## config.mk

```make
export PLATFORM = sky130hd
export DESIGN_NAME = pmu_top
export DESIGN_NICKNAME = d
export VERILOG_FILES = /design/src/rtl/pmu_pkg.sv /design/src/rtl/pmu_rst_sync.sv /design/src/rtl/pmu_evt_counter.sv /design/src/rtl/pmu_cycle_counter.sv /design/src/rtl/pmu_regs.sv /design/src/rtl/pmu_top.sv
export SDC_FILE = /design/constraint.sdc
export NUM_CORES = 1
export LEC_CHECK = 0
export BUFFER_PORTS_ARGS = -buffer_cell sky130_fd_sc_hd__clkbuf_2
export CORE_MARGIN = 5
export CORE_UTILIZATION = 40
export CTS_CLUSTER_SIZE = 14
export DETAILED_ROUTE_END_ITERATION = 8
export PLACE_DENSITY = 0.67
export REMOVE_ABC_BUFFERS = 1
export SYNTH_ARGS = -nofsm -noshare
export SYNTH_HDL_FRONTEND = slang
export SYNTH_SLANG_ARGS = --single-unit
export TNS_END_PERCENT = 1
```

## constraint.sdc

```tcl
create_clock -name clk -period 9.9 [get_ports clk]
set_input_delay 1.98 -clock clk [delete_from_list [all_inputs] [get_ports clk]]
set_output_delay 1.98 -clock clk [all_outputs]
set_load 0.005 [all_outputs]
```

## src/rtl/pmu_pkg.sv

```systemverilog
package pmu_pkg;
  localparam int DATA_W  = 32;
  localparam int ADDR_W  = 4;
  localparam int IDX_W   = 5;
  localparam int CYC_BIT = 31;

  // control register bit positions
  localparam int CB_EN     = 0;
  localparam int CB_EVRST  = 1;
  localparam int CB_CYRST  = 2;
  localparam int CB_DIV    = 3;
  localparam int CB_EXP    = 4;
  localparam int CB_DBGSTP = 5;
  localparam int CTRL_W    = 6;
  localparam logic [CTRL_W-1:0] CTRL_STORE_MASK = 6'b111001;

  typedef enum logic [ADDR_W-1:0] {
    RA_CTRL   = 4'h0,
    RA_EN_SET = 4'h1,
    RA_EN_CLR = 4'h2,
    RA_IE_SET = 4'h3,
    RA_IE_CLR = 4'h4,
    RA_FLAGS  = 4'h5,
    RA_SWINC  = 4'h6,
    RA_SEL    = 4'h7,
    RA_CYC    = 4'h8,
    RA_EVCNT  = 4'h9,
    RA_EVTYPE = 4'hA
  } reg_addr_e;
endpackage

```

## src/rtl/pmu_rst_sync.sv

```systemverilog
module pmu_rst_sync (
  input  logic clk,
  input  logic rst_n,
  output logic rst_n_sync
);
  logic [1:0] stage_q;

  always_ff @(posedge clk or negedge rst_n) begin
    if (!rst_n) stage_q <= 2'b00;
    else        stage_q <= {stage_q[0], 1'b1};
  end

  assign rst_n_sync = stage_q[1];
endmodule

```

## src/rtl/pmu_evt_counter.sv

```systemverilog
module pmu_evt_counter #(
  parameter int CNT_W = 32,
  parameter int SEL_W = 8,
  localparam int NUM_EVT = 1 << SEL_W
) (
  input  logic               clk,
  input  logic               rst_n,
  input  logic               count_en,
  input  logic [NUM_EVT-1:0] evt_lines,
  input  logic               sw_inc,
  input  logic               clr,
  input  logic               type_we,
  input  logic               cnt_we,
  input  logic [CNT_W-1:0]   cnt_wdata,
  input  logic [SEL_W-1:0]   type_wdata,
  output logic [CNT_W-1:0]   cnt_q,
  output logic [SEL_W-1:0]   type_q,
  output logic               inc,
  output logic               ovf
);
  logic             hit;
  logic [CNT_W-1:0] cnt_d;
  logic             cnt_ld;

  // next state
  always_comb begin
    hit    = (type_q == '0) ? sw_inc : evt_lines[type_q];
    inc    = count_en & hit;
    cnt_d  = cnt_q;
    ovf    = 1'b0;
    cnt_ld = clr | cnt_we | inc;
    if (clr) begin
      cnt_d = '0;
    end else if (cnt_we) begin
      cnt_d = cnt_wdata;
    end else if (inc) begin
      cnt_d = cnt_q + CNT_W'(1);
      ovf   = &cnt_q;
    end
  end

  // registers
  always_ff @(posedge clk or negedge rst_n) begin
    if (!rst_n)      cnt_q <= '0;
    else if (cnt_ld) cnt_q <= cnt_d;
  end

  always_ff @(posedge clk or negedge rst_n) begin
    if (!rst_n)       type_q <= '0;
    else if (type_we) type_q <= type_wdata;
  end
endmodule

```

## src/rtl/pmu_cycle_counter.sv

```systemverilog
module pmu_cycle_counter #(
  parameter int CNT_W = 32,
  parameter int PRE_W = 6
) (
  input  logic             clk,
  input  logic             rst_n,
  input  logic             run,
  input  logic             div_en,
  input  logic             clr,
  input  logic             we,
  input  logic [CNT_W-1:0] wdata,
  output logic [CNT_W-1:0] cnt_q,
  output logic             ovf
);
  logic [PRE_W-1:0] pre_q, pre_d;
  logic             pre_ld;
  logic             tick;
  logic [CNT_W-1:0] cnt_d;
  logic             cnt_ld;

  // next state
  always_comb begin
    tick   = run & (~div_en | (&pre_q));
    pre_ld = clr | (run & div_en);
    pre_d  = clr ? '0 : pre_q + PRE_W'(1);
    cnt_d  = cnt_q;
    ovf    = 1'b0;
    cnt_ld = clr | we | tick;
    if (clr) begin
      cnt_d = '0;
    end else if (we) begin
      cnt_d = wdata;
    end else if (tick) begin
      cnt_d = cnt_q + CNT_W'(1);
      ovf   = &cnt_q;
    end
  end

  // registers
  always_ff @(posedge clk or negedge rst_n) begin
    if (!rst_n)      pre_q <= '0;
    else if (pre_ld) pre_q <= pre_d;
  end

  always_ff @(posedge clk or negedge rst_n) begin
    if (!rst_n)      cnt_q <= '0;
    else if (cnt_ld) cnt_q <= cnt_d;
  end
endmodule

```

## src/rtl/pmu_regs.sv

```systemverilog
module pmu_regs
  import pmu_pkg::*;
#(
  parameter int NUM_CNT = 4,
  parameter int CNT_W   = 32,
  parameter int SEL_W   = 8
) (
  input  logic                            clk,
  input  logic                            rst_n,
  input  logic                            wr_en,
  input  logic                            rd_en,
  input  logic [ADDR_W-1:0]               addr,
  input  logic [DATA_W-1:0]               wdata,
  output logic [DATA_W-1:0]               rdata,
  output logic                            rvalid,
  input  logic [NUM_CNT-1:0][CNT_W-1:0]   evt_vals,
  input  logic [NUM_CNT-1:0][SEL_W-1:0]   evt_types,
  input  logic [CNT_W-1:0]                cyc_val,
  input  logic [NUM_CNT-1:0]              evt_ovf,
  input  logic                            cyc_ovf,
  output logic                            glob_en,
  output logic                            div_en,
  output logic                            export_en,
  output logic                            dbg_stop,
  output logic [DATA_W-1:0]               cnt_en,
  output logic [DATA_W-1:0]               int_en,
  output logic [DATA_W-1:0]               ovf_flags,
  output logic                            evt_clr,
  output logic                            cyc_clr,
  output logic                            cyc_we,
  output logic [NUM_CNT-1:0]              sw_inc,
  output logic [NUM_CNT-1:0]              evt_cnt_we,
  output logic [NUM_CNT-1:0]              evt_type_we,
  output logic                            irq
);
  localparam logic [DATA_W-1:0] IMPL_MASK =
    (DATA_W'(1) << CYC_BIT) | ((DATA_W'(1) << NUM_CNT) - DATA_W'(1));
  localparam logic [IDX_W-1:0] NUM_FIELD = IDX_W'(NUM_CNT);

  logic [CTRL_W-1:0] ctrl_q, ctrl_d;
  logic [DATA_W-1:0] cen_q, cen_d, ien_q, ien_d, flg_q, flg_d;
  logic [IDX_W-1:0]  sel_q;
  logic [DATA_W-1:0] rdata_q, rd_mux, ovf_vec, wmask;
  logic              rvalid_q;
  logic              wr_ctrl, wr_cset, wr_cclr, wr_iset, wr_iclr;
  logic              wr_flags, wr_swinc, wr_sel, wr_evcnt, wr_evtype;
  logic              flg_ld;
  logic [NUM_CNT-1:0] sel_hit;

  // write decode
  always_comb begin
    wr_ctrl   = wr_en && (addr == RA_CTRL);
    wr_cset   = wr_en && (addr == RA_EN_SET);
    wr_cclr   = wr_en && (addr == RA_EN_CLR);
    wr_iset   = wr_en && (addr == RA_IE_SET);
    wr_iclr   = wr_en && (addr == RA_IE_CLR);
    wr_flags  = wr_en && (addr == RA_FLAGS);
    wr_swinc  = wr_en && (addr == RA_SWINC);
    wr_sel    = wr_en && (addr == RA_SEL);
    cyc_we    = wr_en && (addr == RA_CYC);
    wr_evcnt  = wr_en && (addr == RA_EVCNT);
    wr_evtype = wr_en && (addr == RA_EVTYPE);
    wmask     = wdata & IMPL_MASK;
  end

  genvar gi;
  generate
    for (gi = 0; gi < NUM_CNT; gi++) begin : g_sel
      assign sel_hit[gi]     = (sel_q == IDX_W'(gi));
      assign evt_cnt_we[gi]  = wr_evcnt & sel_hit[gi];
      assign evt_type_we[gi] = wr_evtype & sel_hit[gi];
      assign sw_inc[gi]      = wr_swinc & wdata[gi];
    end
  endgenerate

  assign evt_clr = wr_ctrl & wdata[CB_EVRST];
  assign cyc_clr = wr_ctrl & wdata[CB_CYRST];

  // next state of the control and mask registers
  always_comb begin
    ctrl_d = wdata[CTRL_W-1:0] & CTRL_STORE_MASK;
    cen_d  = cen_q;
    if (wr_cset) cen_d = cen_q | wmask;
    if (wr_cclr) cen_d = cen_q & ~wmask;
    ien_d  = ien_q;
    if (wr_iset) ien_d = ien_q | wmask;
    if (wr_iclr) ien_d = ien_q & ~wmask;
    ovf_vec = '0;
    ovf_vec[NUM_CNT-1:0] = evt_ovf;
    ovf_vec[CYC_BIT]     = cyc_ovf;
    flg_d  = (flg_q & ~(wr_flags ? wmask : '0)) | ovf_vec;
    flg_ld = wr_flags | (|ovf_vec);
  end

  // read mux
  always_comb begin
    rd_mux = '0;
    unique case (addr)
      RA_CTRL:   rd_mux = DATA_W'({NUM_FIELD, 5'b00000, ctrl_q});
      RA_EN_SET,
      RA_EN_CLR: rd_mux = cen_q;
      RA_IE_SET,
      RA_IE_CLR: rd_mux = ien_q;
      RA_FLAGS:  rd_mux = flg_q;
      RA_SEL:    rd_mux = DATA_W'(sel_q);
      RA_CYC:    rd_mux = DATA_W'(cyc_val);
      RA_EVCNT: begin
        for (int i = 0; i < NUM_CNT; i++)
          if (sel_hit[i]) rd_mux = DATA_W'(evt_vals[i]);
      end
      RA_EVTYPE: begin
        for (int i = 0; i < NUM_CNT; i++)
          if (sel_hit[i]) rd_mux = DATA_W'(evt_types[i]);
      end
      default:   rd_mux = '0;
    endcase
  end

  // registers
  always_ff @(posedge clk or negedge rst_n) begin
    if (!rst_n)       ctrl_q <= '0;
    else if (wr_ctrl) ctrl_q <= ctrl_d;
  end

  always_ff @(posedge clk or negedge rst_n) begin
    if (!rst_n)                  cen_q <= '0;
    else if (wr_cset | wr_cclr)  cen_q <= cen_d;
  end

  always_ff @(posedge clk or negedge rst_n) begin
    if (!rst_n)                  ien_q <= '0;
    else if (wr_iset | wr_iclr)  ien_q <= ien_d;
  end

  always_ff @(posedge clk or negedge rst_n) begin
    if (!rst_n)      flg_q <= '0;
    else if (flg_ld) flg_q <= flg_d;
  end

  always_ff @(posedge clk or negedge rst_n) begin
    if (!rst_n)      sel_q <= '0;
    else if (wr_sel) sel_q <= wdata[IDX_W-1:0];
  end

  always_ff @(posedge clk or negedge rst_n) begin
    if (!rst_n)     rdata_q <= '0;
    else if (rd_en) rdata_q <= rd_mux;
  end

  always_ff @(posedge clk or negedge rst_n) begin
    if (!rst_n) rvalid_q <= 1'b0;
    else        rvalid_q <= rd_en;
  end

  assign rdata     = rdata_q;
  assign rvalid    = rvalid_q;
  assign glob_en   = ctrl_q[CB_EN];
  assign div_en    = ctrl_q[CB_DIV];
  assign export_en = ctrl_q[CB_EXP];
  assign dbg_stop  = ctrl_q[CB_DBGSTP];
  assign cnt_en    = cen_q;
  assign int_en    = ien_q;
  assign ovf_flags = flg_q;
  assign irq       = |(flg_q & ien_q);
endmodule

```

## src/rtl/pmu_top.sv

```systemverilog
module pmu_top
  import pmu_pkg::*;
#(
  parameter int NUM_CNT   = 4,
  parameter int CNT_W     = 32,
  parameter int EVT_SEL_W = 8,
  parameter int PRE_W     = 6
) (
  input  logic                        clk,
  input  logic                        rst_n,
  input  logic                        reg_wr,
  input  logic                        reg_rd,
  input  logic [3:0]                  reg_addr,
  input  logic [31:0]                 reg_wdata,
  output logic [31:0]                 reg_rdata,
  output logic                        reg_rvalid,
  input  logic [(1<<EVT_SEL_W)-1:0]   evt_in,
  input  logic                        dbg_prohibit,
  output logic                        export_en,
  output logic                        irq
);
  logic                              rst_n_s;
  logic                              glob_en, div_en, dbg_stop;
  logic [DATA_W-1:0]                 cnt_en, int_en, ovf_flags;
  logic                              evt_clr, cyc_clr, cyc_we, cyc_ovf, cyc_run;
  logic [NUM_CNT-1:0]                sw_inc, evt_cnt_we, evt_type_we, evt_inc, evt_ovf;
  logic [NUM_CNT-1:0][CNT_W-1:0]     evt_vals;
  logic [NUM_CNT-1:0][EVT_SEL_W-1:0] evt_types;
  logic [CNT_W-1:0]                  cyc_val;

  pmu_rst_sync u_rst (
    .clk        (clk),
    .rst_n      (rst_n),
    .rst_n_sync (rst_n_s)
  );

  pmu_regs #(
    .NUM_CNT (NUM_CNT),
    .CNT_W   (CNT_W),
    .SEL_W   (EVT_SEL_W)
  ) u_regs (
    .clk         (clk),
    .rst_n       (rst_n_s),
    .wr_en       (reg_wr),
    .rd_en       (reg_rd),
    .addr        (reg_addr),
    .wdata       (reg_wdata),
    .rdata       (reg_rdata),
    .rvalid      (reg_rvalid),
    .evt_vals    (evt_vals),
    .evt_types   (evt_types),
    .cyc_val     (cyc_val),
    .evt_ovf     (evt_ovf),
    .cyc_ovf     (cyc_ovf),
    .glob_en     (glob_en),
    .div_en      (div_en),
    .export_en   (export_en),
    .dbg_stop    (dbg_stop),
    .cnt_en      (cnt_en),
    .int_en      (int_en),
    .ovf_flags   (ovf_flags),
    .evt_clr     (evt_clr),
    .cyc_clr     (cyc_clr),
    .cyc_we      (cyc_we),
    .sw_inc      (sw_inc),
    .evt_cnt_we  (evt_cnt_we),
    .evt_type_we (evt_type_we),
    .irq         (irq)
  );

  genvar gc;
  generate
    for (gc = 0; gc < NUM_CNT; gc++) begin : g_evt
      pmu_evt_counter #(
        .CNT_W (CNT_W),
        .SEL_W (EVT_SEL_W)
      ) u_cnt (
        .clk        (clk),
        .rst_n      (rst_n_s),
        .count_en   (glob_en & cnt_en[gc]),
        .evt_lines  (evt_in),
        .sw_inc     (sw_inc[gc]),
        .clr        (evt_clr),
        .type_we    (evt_type_we[gc]),
        .cnt_we     (evt_cnt_we[gc]),
        .cnt_wdata  (reg_wdata[CNT_W-1:0]),
        .type_wdata (reg_wdata[EVT_SEL_W-1:0]),
        .cnt_q      (evt_vals[gc]),
        .type_q     (evt_types[gc]),
        .inc        (evt_inc[gc]),
        .ovf        (evt_ovf[gc])
      );
    end
  endgenerate

  assign cyc_run = glob_en & cnt_en[CYC_BIT] & ~(dbg_stop & dbg_prohibit);

  pmu_cycle_counter #(
    .CNT_W (CNT_W),
    .PRE_W (PRE_W)
  ) u_cyc (
    .clk    (clk),
    .rst_n  (rst_n_s),
    .run    (cyc_run),
    .div_en (div_en),
    .clr    (cyc_clr),
    .we     (cyc_we),
    .wdata  (reg_wdata[CNT_W-1:0]),
    .cnt_q  (cyc_val),
    .ovf    (cyc_ovf)
  );
endmodule

```

==> metrics.md <==
| Metric | Value |
|---|---|
| FF-to-FF setup slack | `4.84 ns` |
| Skew final | `0.0344 ns` |
| RSZ-0062 raised after global routing | `false` |
| Slowest-stage cell, CP | `dfrtp_4` |
| Slew @ Worst Pin | `1.13 ns` |
| Crit path arrival time | `around 5.5 ns` |
| Pwr/cell area | `165 nW/um2` |
| Clock sinks | `between 200 and 300` |
| CTS root buffer | `clkbuf_16` |
| Hold Path Class | `reg -> reg` |
| Critical Path Source | `g_evt[0].u_cnt.type_q[0]` |
| Antenna violations before repair | `13` |
| Port Buf Inserts | `331` |
| CTS H-tree lvls | `1` |
| Detail Route Antenna Nets | `0` |
| Clk Latency, worst-skew pair | `just under 0.6 ns` |
| Die height | `256 um` |
| Leakage power | `10.1 nW` |
| Hold Path Stages | `0` |
| Vias | `23400` |
| Largest net degree at the start of global routing | `85` |
| Final GP Congestion | `0.945` |
| DRC | `0` |
| Vias in the first global route | `23100` |
| Detailed Route Iter0 Violations | `3002` |
| Worst Hold Launch | `u_rst.stage_q[0]` |
| Gr usage total | `27.2%` |
| Max Root-Sink Buffers | `3` |
| Final Hold Fails | `0` |
| Slew Viols, Final | `0` |
| Synthesized cell area | `24300 um2` |
| Global-route wire length before repair | `143000 um` |
| Top_reg_cell synth | `dfrtp_1` |
| R2R Path End | `g_evt[0].u_cnt.cnt_q[6]` |
| Total CTS buffers | `30` |
| Status | `finished clean` |
| Layout Utilization | `roughly 45%` |
| IO Count | `332` |
| R2R depth | `11` |
| Register area share after synthesis | `a little over a quarter` |
| Worst setup SP type | `flop` |
| Setup TNS | `0 ns` |
| Library cells used by synthesis | `89` |
| Classification of the worst setup path | `reg -> reg` |
| Finished layout cell area | `27100 um2` |
| Max Cap Viol | `0` |
| Post-CTS Resized | `0` |
| Core ar. | `60200 um2` |
| Post-Place Cell Area | `around 26000 um2` |
| CP endpoint kind | `flop` |
| Hpwl dp | `~67000 um` |
| CTS tree | `yes` |
| Fmax | `198 MHz` |
| Routed len/inst | `between 20 and 30 um` |
| Area grow syn2layout | `11.6%` |
| Worst Hold Path EP | `u_rst.stage_q[1]` |
| Layout cells sized above 1 | `28.1%` |
| Syn. warnings | `0` |
| CP required | `10.35 ns` |
| Final nets | `2920` |
| Final setup viols | `0` |
| Post-CTS Setup Repair Bufs | `0` |
| Post-synth EDFFs | `0` |
| Worst r2r src | `g_evt[0].u_cnt.type_q[0]` |
| CP Max Fanout | `53` |
| Clock-pin slew on the worst setup and hold paths | `0.07 ns` |
| FF+latch count, synth | `257` |
| Peak supply drop | `roughly 0.12 mV` |
| Period minus WS final | `5.06 ns` |
| Cells after synthesis | `about 2400` |
| Core Rows | `90` |
| Cell Chain, Critical Path | `buf_4, mux4_2, mux2_2, o21ai_0, o2111ai_1, o311ai_0, a22oi_1, a41oi_4, buf_4, a21o_1, o21ai_0` |
| Final period util | `51.1%` |
| DR pass1 iterations | `8` |
| Max_slew headroom | `about a quarter` |
| Total global routing overflow | `0` |
| Die ar. | `around 66000 um2` |
| Synthesized area per cell | `a little under 10 um2` |
| DR vias/cell | `6.81` |
| Die X | `256 um` |
| CTS Hold Buffers Added | `0` |
| Initial Util | `40.3%` |
| Routed WL | `93500 um` |
| Async SR Flop Fraction | `100%` |
| CP peak stage delay | `0.98 ns` |
==> stage by stage <==
step | power (mW) | worst slack (ns) | std cells | hold WS, ns
final | 4.47 | 4.84 | 3434 | 0.347
after global routing | 4.65 | 4.68 | 3432 | 0.365
after floorplan | 2.65 | 0.686 | 2207 | 0.331
after detailed placement | 3.30 | 4.55 | 3367 | 0.336
after CTS | 4.43 | 4.89 | 3423 | 0.349
after global placement | 3.26 | 4.62 | 3367 | 0.336
==> flip-flops by register name, indices dropped and copies added, names as in the netlist, 4 cells and up, named ones only <==
signal              flops
u_cyc.cnt_q            32
u_regs.ovf_flags        5
u_regs.sel_q            5
u_regs.rdata           32
u_regs.ctrl_q           4
g_evt.u_cnt.type_q     32
u_cyc.pre_q             6
g_evt.u_cnt.cnt_q     128
==> critical path: cells and delay by family, from the launching register on <==
kind | cells | cell delay (ns)
compound gates | 7 | 1.66
buf+inv | 2 | 1.31
flops | 1 | 0.98
mux | 2 | 0.90
==> logic make-up (layout without fill, tap and decap cells) <==
family          count (synthesis)  count (layout)  share of synthesized area, %
fa+ha+maj                       6               6                         0.309
compound gates                666             666                          18.2
mux                           443             443                          31.0
other cells                     1              12                        0.0155
buf+inv                       296             495                          6.15
flops                         257             257                          26.5
simple gates                  661             661                          13.8
xor+xnor                      112             112                          4.04
==> worst max path at each step <==
stage	endpoint	slack, ns	cells after the start
global route	g_evt[0].u_cnt.cnt_q[8]	4.68	11
detailed placement	g_evt[0].u_cnt.cnt_q[22]	4.55	11
floorplan	g_evt[0].u_cnt.cnt_q[22]	0.69	6
global placement	g_evt[0].u_cnt.cnt_q[22]	4.62	11
finish	g_evt[0].u_cnt.cnt_q[6]	4.84	11
CTS	g_evt[0].u_cnt.cnt_q[6]	4.89	11
==> Yosys cell counts (6+ instances only) <==
library cell	count	share of area [%]
mux2i_1	144	5.9
mux4_1	21	2.3
a222oi_1	9	0.37
o21ai_0	161	3.3
and4_1	10	0.36
inv_1	60	0.93
a31oi_1	21	0.54
xor2_1	63	2.3
o2111ai_1	7	0.25
nand4_1	48	1.2
a21oi_1	128	2.6
nor2b_1	16	0.41
and2_1	21	0.54
o211ai_1	22	0.68
a211oi_1	48	1.5
nand4b_1	6	0.22
nand3_1	109	2.2
or2_2	9	0.23
a211o_1	9	0.32
nor3_1	54	1.1
o22ai_1	35	0.90
and3_1	40	1.0
a22oi_1	135	4.2
a221oi_1	13	0.47
xnor2_1	49	1.8
or3_1	13	0.34
buf_2	24	0.50
nand2_1	149	2.3
a41oi_1	7	0.25
mux2_2	66	3.1
mux4_2	212	20
buf_6	16	0.74
buf_1	26	0.40
nand2b_1	18	0.46
dfrtp_1	257	27
a22o_1	11	0.40
nor4_1	22	0.57
clkbuf_1	131	2.0
buf_4	28	0.87
nor2_1	118	1.8
ha_1	6	0.31
==> layout by cell type, fill, tap and decap left out, types with 16 or more instances in the layout <==
cell type	Yosys	final
a211oi_1	48	48
a21oi_1	128	128
a22oi_1	135	135
a31oi_1	21	20
and2_1	21	21
and3_1	40	40
buf_4	28	47
clkbuf_16	0	31
clkbuf_2	0	331
dfrtp_1	257	247
inv_1	60	60
mux2_2	66	66
mux2i_1	144	144
mux4_1	21	21
mux4_2	212	212
nand2_1	149	147
nand2b_1	18	18
nand3_1	109	107
nand4_1	48	48
nor2_1	118	117
nor2b_1	16	16
nor3_1	54	53
nor4_1	22	21
o211ai_1	22	22
o21ai_0	161	161
o22ai_1	35	35
xnor2_1	49	49
xor2_1	63	63
==> routing by layer <==
| metal | wire length [um] | part of all wire, % | vias up | track usage [%] |
|---|---|---|---|---|
| li1 | - | - | 9993 | - |
| met1 | 36400 | 39 | 11600 | 36.5 |
| met2 | 42800 | 46 | 1553 | 43.1 |
| met3 | 10000 | 11 | 260 | 6.01 |
| met4 | 4340 | 4.6 | 4 | 10.8 |
| met5 | 25 | 0.027 | - | 0 |
==> power breakdown <==
part / switching, mW / internal, mW / total [mW]
logic: 0.958 / 0.790 / 1.75
clock network: 0.469 / 0.662 / 1.13
registers: 0.357 / 1.23 / 1.59
total: 1.78 / 2.68 / 4.47
==> final cells by class <==
class | count | area (um2)
antenna | 11 | 27.5
clock buffer | 46 | 882
clock inverter | 10 | 103
fill | 5707 | 33200
inverter | 61 | 229
multi-input combinational | 1889 | 16400
sequential | 257 | 6460
tap | 782 | 978
timing repair buffer | 378 | 2010
No activity file was read; power rests on OpenSTA's default activity.
